==> src/rtl/evt_timer_regwin.sv <==
module evt_timer_regwin #(
  parameter int          NUM_TIMERS = 3,
  parameter logic [7:0]  REV_ID     = 8'h01,
  parameter logic [15:0] VENDOR_ID  = 16'h1D0F,
  parameter logic [31:0] PERIOD_FS  = 32'h05F5E100
) (
  input  logic                    clk,
  input  logic                    rst_n,
  input  logic                    req_valid,
  input  logic                    req_write,
  input  logic [9:0]              req_addr,
  input  logic [3:0]              req_len,
  input  logic [63:0]             req_wdata,
  output logic                    rsp_valid,
  output logic [63:0]             rsp_rdata,
  output logic                    cfg_enable,
  output logic                    cfg_legacy,
  input  logic [NUM_TIMERS-1:0]   irq_event,
  output logic [NUM_TIMERS-1:0]   irq_status,
  input  logic [63:0]             cnt_rdata,
  output logic                    cnt_we,
  input  logic [NUM_TIMERS*64-1:0] tmr_cfg_rdata,
  input  logic [NUM_TIMERS*64-1:0] tmr_cmp_rdata,
  input  logic [NUM_TIMERS*64-1:0] tmr_route_rdata,
  output logic                    tmr_we,
  output logic [2:0]              tmr_sel,
  output logic [1:0]              tmr_field,
  output logic [63:0]             fwd_data
);

  localparam logic [63:0] CFG_WMASK  = 64'h3;
  localparam logic [63:0] TCFG_WMASK = 64'h3F4E;
  localparam logic [4:0]  NT_M1      = 5'(NUM_TIMERS - 1);
  localparam logic [63:0] CAP_VALUE  = {PERIOD_FS, VENDOR_ID, 1'b1, 1'b0, 1'b1, NT_M1, REV_ID};

  logic [1:0]  cfg_q;
  logic [2:0]  amask;
  logic        len_ok, legal;
  logic [5:0]  sh;
  logic [63:0] lane, bmask, wshift, old_val, merged, wmask, fwd_val, rd_val;
  logic [6:0]  word;
  logic [2:0]  tidx;
  logic [1:0]  tfld;
  logic        hit_cap, hit_cfg, hit_isr, hit_cnt, hit_tmr;
  logic        wr_ok;
  logic [63:0] tsel_cfg, tsel_cmp, tsel_route;

  assign amask  = req_len[2:0] - 3'd1;
  assign len_ok = (req_len == 4'd1) || (req_len == 4'd2) || (req_len == 4'd4) || (req_len == 4'd8);
  assign legal  = len_ok && ((req_addr[2:0] & amask) == 3'd0);
  assign sh     = {req_addr[2:0], 3'b000};

  always_comb begin
    case (req_len)
      4'd1:    lane = 64'h0000_0000_0000_00FF;
      4'd2:    lane = 64'h0000_0000_0000_FFFF;
      4'd4:    lane = 64'h0000_0000_FFFF_FFFF;
      4'd8:    lane = '1;
      default: lane = '0;
    endcase
  end

  assign bmask  = lane << sh;
  assign wshift = req_wdata << sh;

  assign word    = req_addr[9:3];
  assign tidx    = req_addr[7:5];
  assign tfld    = req_addr[4:3];
  assign hit_cap = (word == 7'h00);
  assign hit_cfg = (word == 7'h02);
  assign hit_isr = (word == 7'h04);
  assign hit_cnt = (word == 7'h1E);
  assign hit_tmr = (req_addr[9:8] == 2'b01) && (32'(tidx) < NUM_TIMERS) && (tfld != 2'd3);

  always_comb begin
    tsel_cfg   = '0;
    tsel_cmp   = '0;
    tsel_route = '0;
    for (int i = 0; i < NUM_TIMERS; i++) begin
      if (32'(tidx) == i) begin
        tsel_cfg   = tmr_cfg_rdata[i*64 +: 64];
        tsel_cmp   = tmr_cmp_rdata[i*64 +: 64];
        tsel_route = tmr_route_rdata[i*64 +: 64];
      end
    end
  end

  always_comb begin
    old_val = '0;
    if (hit_cap)      old_val = CAP_VALUE;
    else if (hit_cfg) old_val = {62'd0, cfg_q};
    else if (hit_isr) old_val = 64'(irq_status);
    else if (hit_cnt) old_val = cnt_rdata;
    else if (hit_tmr) begin
      case (tfld)
        2'd0:    old_val = tsel_cfg;
        2'd1:    old_val = tsel_cmp;
        default: old_val = tsel_route;
      endcase
    end
  end

  assign merged  = (old_val & ~bmask) | (wshift & bmask);
  assign wmask   = (hit_tmr && tfld == 2'd0) ? TCFG_WMASK : (hit_cfg ? CFG_WMASK : '1);
  assign fwd_val = (merged & wmask) | (old_val & ~wmask);
  assign rd_val  = (old_val >> sh) & lane;
  assign wr_ok   = req_valid && req_write && legal;

  always_ff @(posedge clk) begin
    if (!rst_n) begin
      rsp_valid  <= 1'b0;
      rsp_rdata  <= '0;
      cfg_q      <= '0;
      irq_status <= '0;
      cnt_we     <= 1'b0;
      tmr_we     <= 1'b0;
      tmr_sel    <= '0;
      tmr_field  <= '0;
      fwd_data   <= '0;
    end else begin
      rsp_valid <= req_valid;
      if (req_valid && !req_write) rsp_rdata <= legal ? rd_val : '1;
      else                         rsp_rdata <= '0;
      if (wr_ok && hit_cfg) cfg_q <= fwd_val[1:0];
      if (wr_ok && hit_isr) irq_status <= (irq_status & ~wshift[NUM_TIMERS-1:0] & ~bmask[NUM_TIMERS-1:0])
                                          | (irq_status & ~wshift[NUM_TIMERS-1:0] &  bmask[NUM_TIMERS-1:0])
                                          | (irq_status & ~bmask[NUM_TIMERS-1:0]) | irq_event;
      else                  irq_status <= irq_status | irq_event;
      cnt_we <= wr_ok && hit_cnt;
      tmr_we <= wr_ok && hit_tmr;
      if (wr_ok) begin
        tmr_sel   <= tidx;
        tmr_field <= tfld;
        fwd_data  <= fwd_val;
      end
    end
  end

  assign cfg_enable = cfg_q[0];
  assign cfg_legacy = cfg_q[1];

  AST_RSP_ONE_CYCLE: assert property (@(posedge clk) disable iff (!rst_n)
    req_valid |=> rsp_valid);
  AST_NO_SPURIOUS_RSP: assert property (@(posedge clk) disable iff (!rst_n)
    !req_valid |=> !rsp_valid);
  AST_ONE_STROBE: assert property (@(posedge clk) disable iff (!rst_n)
    !(cnt_we && tmr_we));
  AST_STROBE_HAS_CAUSE: assert property (@(posedge clk) disable iff (!rst_n)
    (cnt_we || tmr_we) |-> $past(req_valid && req_write));
  AST_OVERSIZE_RD_ONES: assert property (@(posedge clk) disable iff (!rst_n)
    (req_valid && !req_write && req_len > 4'd8) |=> (rsp_rdata == '1));
  AST_OVERSIZE_WR_QUIET: assert property (@(posedge clk) disable iff (!rst_n)
    (req_valid && req_write && req_len > 4'd8) |=> (!cnt_we && !tmr_we && $stable(cfg_q)));
  AST_CFG_HOLD: assert property (@(posedge clk) disable iff (!rst_n)
    !(req_valid && req_write) |=> $stable(cfg_q));
  AST_IRQ_SET_WINS: assert property (@(posedge clk) disable iff (!rst_n)
    (|irq_event) |=> ((irq_status & $past(irq_event)) == $past(irq_event)));

endmodule

==> config.mk <==
export PLATFORM = sky130hd
export DESIGN_NAME = evt_timer_regwin
export DESIGN_NICKNAME = d
export VERILOG_FILES = /design/src/rtl/evt_timer_regwin.sv
export SDC_FILE = /design/constraint.sdc
export NUM_CORES = 1
export LEC_CHECK = 0
export ABC_AREA = 1
export ABC_CLOCK_PERIOD_IN_PS = 2250
export CORE_AREA = 4 4 335 337
export CTS_CLUSTER_DIAMETER = 30
export DETAILED_ROUTE_END_ITERATION = 7
export DIE_AREA = 0 0 339 341
export DONT_BUFFER_PORTS = 1
export SLEW_MARGIN = 15
export SYNTH_ARGS = -nofsm -noshare
export SYNTH_HDL_FRONTEND = slang
export SYNTH_SLANG_ARGS = --single-unit
==> constraint.sdc <==
create_clock -name clk -period 2.25 [get_ports clk]
set_input_delay 0.225 -clock clk [delete_from_list [all_inputs] [get_ports clk]]
set_output_delay 0.225 -clock clk [all_outputs]
set_load 0.03 [all_outputs]
Word-level counts from Yosys, hierarchy flattened
Index checks and enable logic that the tools add are counted.

word-level totals
  logic and storage cells = 86
  register bits after elaboration = 141
  input bits = 725
  output and inout bits = 141

operators by class
  reduce and logical (&&, ||, !) cells = 20
  eq/ne operators = 12
  order comparisons = 1
  multiplexer cells = 20
  bitwise operators = 20
  shift operators = 3
  add/subtract/negate cells = 1

operator list
  kind                                            number
  2-to-1 mux 64 bit                               17
  bitwise AND 64 bit                              5
  case mux 64 bit (4 select lines)                1
  inverter 64 bit                                 2
  OR 64 bit                                       2
  case mux 64 bit (2 select lines)                1
  << shifter 64 x 6 -> 64 bit                     2
  >> shifter 64 x 6 -> 64 bit                     1
  bitwise AND 3 bit                               5
  OR 3 bit                                        4
  logical AND 1 bit                               11
  == test 7 x 2 -> 1 bit (second input constant)  1
  == test 7 x 3 -> 1 bit (second input constant)  1
  == test 7 x 5 -> 1 bit (second input constant)  1
  logical NOT 7 bit                               1
  logical NOT 3 bit                               2
  inverter 3 bit                                  2
  == test 2 x 1 -> 1 bit (second input constant)  2
  == test 4 x 1 -> 1 bit (second input constant)  1
  == test 4 x 2 -> 1 bit (second input constant)  1
  == test 4 x 3 -> 1 bit (second input constant)  1
  == test 4 bit (second input constant)           1
  == test 3 x 1 -> 1 bit (second input constant)  1
  == test 3 x 2 -> 1 bit (second input constant)  1
  other kinds (8)                                 10

Longest topological paths before layout
  word-level depth = 14
  mapped depth = 18
  mapped depth without buffers = 16

Worst setup path before layout
OpenSTA, ideal clock, no wires.

  path type = input port to flip-flop
  from = input port req_len[0]
  to = register fwd_data[30]
  slack = 0.272 ns
  data required time = 2.118 ns
  cell stages on the path = 15
  setup time = 0.132 ns
  data arrival time = 1.846 ns
  buffers on the path = 1
  path through = inv_1 -> ha_1 -> nand3_1 -> nand2_2 -> inv_2 -> nand2_4 -> inv_1 -> o21ai_1 -> o21ai_0 -> or2_1 -> nor2_4 -> buf_4 -> nand2_1 -> o211ai_1 -> a21oi_1

on the way
  cells in the longest elaborated chain, start to end = 8
  elaborated cells on any way between the ends = 20
  classes of those cells = add/sub: 1; eq/ne: 4; shift: 1; mux: 1; bitwise: 7; reduce/logical: 6

ends and longest elaborated chain
  item                                   RTL line  RTL
  start: declaration                     12        input logic [3:0] req_len,
  == test 4 bit (tied with other cells)  49, 54
  case mux 64 bit (4 select lines)       54        case (req_len)
  << shifter 64 x 6 -> 64 bit            63        assign bmask = lane << sh;
  inverter 64 bit                        103       assign merged = (old_val & ~bmask) | (wshift & bmask);
  bitwise AND 64 bit                     103
  OR 64 bit                              103
  bitwise AND 64 bit                     105       assign fwd_val = (merged & wmask) | (old_val & ~wmask);
  OR 64 bit                              105
  end signal: assignment                 134       fwd_data <= fwd_val;
  end: declaration                       28        output logic [63:0] fwd_data

Several ways; a longest one is shown, not always the timed one.
A chain may end at the register's enable or synchronous reset.

Final worst setup path
  from = input port req_addr[5]
  to = register rsp_rdata[47]

on the way
  cells in the longest elaborated chain, start to end = 13
  elaborated cells on any way between the ends = 28
  classes of those cells = order compare: 1; eq/ne: 5; shift: 1; mux: 16; bitwise: 1; reduce/logical: 4

ends and longest elaborated chain
  item                              RTL line  RTL
  start: declaration                11        input logic [9:0] req_addr,
  logical NOT 3 bit                 80        if (32'(tidx) == i) begin
  2-to-1 mux 64 bit (3 in a row)    80
  case mux 64 bit (2 select lines)  95        case (tfld)
  2-to-1 mux 64 bit                 94        else if (hit_tmr) begin
  2-to-1 mux 64 bit                 93        else if (hit_cnt) old_val = cnt_rdata;
  2-to-1 mux 64 bit                 92        else if (hit_isr) old_val = 64'(irq_status);
  2-to-1 mux 64 bit                 91        else if (hit_cfg) old_val = {62'd0, cfg_q};
  2-to-1 mux 64 bit (*)             90        if (hit_cap) old_val = CAP_VALUE;
  >> shifter 64 x 6 -> 64 bit (*)   106       assign rd_val = (old_val >> sh) & lane;
  bitwise AND 64 bit (*)            106
  2-to-1 mux 64 bit (*)             122       if (req_valid && !req_write) rsp_rdata <= legal ? rd_val : '1;
  end signal: assignment            122
  end: declaration                  15        output logic [63:0] rsp_rdata,

Every way passes the cells marked *; elsewhere a longest branch is shown, timed or not.

==> metrics.txt <==
status complete, no violations; critical path, cell by cell inv_1 > nand2_1 > nor2_4 > buf_12 > buf_12 > buf_4 > o221ai_1 > nand2_1 > nand2_1 > buf_4 > nand2_1 > nand3_1 > nand2_1 > nand2_1 > a21oi_1; global-route wire length before repair 208,700 µm; number of global-route vias before repair between 20,000 and 25,000; WL final 165,100 µm; root buf cell clkbuf_16; Slowest-stage cell, CP o221ai_1; Design Area, Final approximately 20,000 µm²; fmax 457.5 MHz; Max Buffers Root-to-Sink 2; syn nets 3,531; # placed instances around 4,300; H-Tree Level Count 4; Crit path arrival time roughly 2600 ps; Setup TNS Final 0 ps; skew final 27.08 ps; ANT nets after route 0; leak pwr 0.008507 µW; min Tclk post-route 2186 ps; die height 341 µm; Final nets 3,680; clock insertion delay at the later pin of the skew report roughly 500 ps; Slew @ Worst Pin around 1100 ps; Required @ worst endpoint 2630 ps; largest net degree at the start of global routing 142; Iter 0 DRT Violations 3,104; Final Hold Fails 0; # rows 121; Port Buffers 0; CP Capture Type flip-flop; YS warnings 0; RePlAce Congestion slightly above 1; Syn-to-layout area delta 33.28%; dpl cell area about 19,000 µm²; die area 115,600 µm²; setup slack of the critical path after layout about 64 ps; Boundary Pins 866; Tot GR Track Use 0.2708; reg2reg start irq_status[2]; pwr dens approximately 430 nW/µm²; Synth Instances 2,802; Wirelength per Cell 37.37 µm; Unique masters post-synth 42; final setup fails 0; Seq. cell area 2823 µm²; Core Region 108,900 µm²; hold path start req_write; CTS buffer count 17; FF+latch count, synth 141; pre-CTS setup slack -539.3 ps; Slew Limit Fails 0; drt pass-1 iters 7; CTS sink count 141; Rel. slew slack 0.2475; mapped cell area about 15,000 µm²; Design Power between 8000 and 9000 µW; CP startpoint kind input pin; Crit path largest cell delay approximately 330 ps; Filler Cells Inserted 12,750; Non-Filler Instances 4,417; post-synthesis sequential area ratio 0.1913; period utilization 0.9715; CP Launch Point req_addr[5]; HPWL after DPL 142,600 µm; multi-input logic area 10,660 µm²; Crit Path Category input pin to flip-flop; Max-Cap Viols 0; CP Max Fanout 17; initial antenna violation count 76; CTS clock-pin slew for the worst setup and hold paths 70 ps; syn_area_per_cell around 5.3 µm²; maximum vdd drop 0.6175 mV; proportion of layout cells with a drive suffix above 1 0.1438; initial core utilization 0.1356; drt via density 5.043; grt total ovfl 0; drt drc 0; CP dominant cell by count nand2_1; total number of vias 22,280; Hold/Removal Path Class input pin to flip-flop; CTS tree done; DIE WIDTH 339 µm; RSZ-0062 raised after global routing no
-- kinds of logic after synthesis --
kind of cell,synth area share
flip-flops,0.1913
multiplexers,0.008816
buffers and inverters,0.09139
AND/OR/NAND/NOR,0.5343
adder cells (fa/ha/maj),0.003391
AO/OA/AOI/OAI,0.1708
-- layout by cell type, fill, tap and decap left out, types with 40 or more instances in the layout --
cell / count
nand3_1: 441
inv_1: 82
buf_12: 53
buf_4: 295
o21ai_0: 146
dfxtp_1: 141
nor2_1: 200
nand2_1: 1097
a21oi_1: 191
nand4_1: 96
diode_2: 40
-- cells in the mapped netlist (all sizes together) --
cell type	number	area, µm²
nor4	2	27.53
a21o	4	30.03
clkinv	3	11.26
a22oi	2	15.01
o31ai	2	15.01
clkbuf	112	420.4
buf	116	558.0
dfxtp	141	2823
nand3b	1	7.510
a221oi	4	35.03
a32oi	2	17.52
a221o	1	10.01
mux2i	13	130.1
inv	95	359.1
a32o	1	10.01
ha	4	50.05
a21oi	193	969.7
a21boi	2	15.01
nand3	442	2212
o21ai	148	740.7
o22a	1	8.760
o211ai	35	262.8
o221ai	19	166.4
a31oi	23	143.9
nand4	96	600.6
nor3	2	10.01
o22ai	13	81.33
or2	6	37.54
nor2	214	828.3
nand2	1105	4163
-- layout make-up --
class                      instances  area share
antenna                           40    0.005088
inverter                          98     0.01895
sequential                       141      0.1435
clock buffer                      19     0.02303
tap                             1414     0.08994
multi-input combinational       2335      0.5417
timing repair buffer             358      0.1726
clock inverter                    12    0.005216
-- sequential cells by signal, indices dropped and copies added (netlist names) --
name / cells
tmr_sel: 3
fwd_data: 64
rsp_rdata: 64
cnt_we: 1
tmr_field: 2
rsp_valid: 1
irq_status: 3
tmr_we: 1
cfg_q: 2
-- metal layers --
metal	global-route usage	vias up	routed length, µm
li1	-	9726	-
met1	0.3384	10780	66490
met2	0.4382	1542	75480
met3	0.09235	199	17890
met4	0.08427	32	4996
met5	0	-	214
-- through the flow --
| step | hold slack [ps] | utilization |
|---|---|---|
| floorplan | 359.0 | - |
| global placement | 378.3 | 0.1735 |
| detailed placement | 379.4 | 0.1735 |
| CTS | 3.196 | 0.1796 |
| global route | 41.99 | 0.1802 |
| finish | 40.53 | 0.1807 |
-- path summary, 6_finish.rpt --
check,slack [ps],end,cells after the start
setup / recovery,60,rsp_rdata[47],15
hold / removal,40,rsp_rdata[3],4
setup reg to reg,400,fwd_data[2],7
hold reg to reg,640,fwd_data[25],2
-- worst max-delay path: cells and delay by family --
family	cells	cell delay (ps)
AOI/OAI and AO/OA	2	520
and+or+nand+nor	8	1080
buffers and inverters	5	710
-- power breakdown --
group	internal [µW]	switching (µW)
Clock	1490	1420
Sequential	2570	268
Combinational	885	1750
Total	4950	3440
-- what timing repair did --
| action | 4_1_cts | 5_1_grt |
|---|---|---|
| endpoints found under the hold margin | 77 | 0 |
| setup endpoints to repair | 2 | 13 |
| buffers inserted | 0 | 0 |
| hold buffers | 9 | 0 |
| resized for setup | 1 | 6 |
Power figures use the tool's default switching activity.
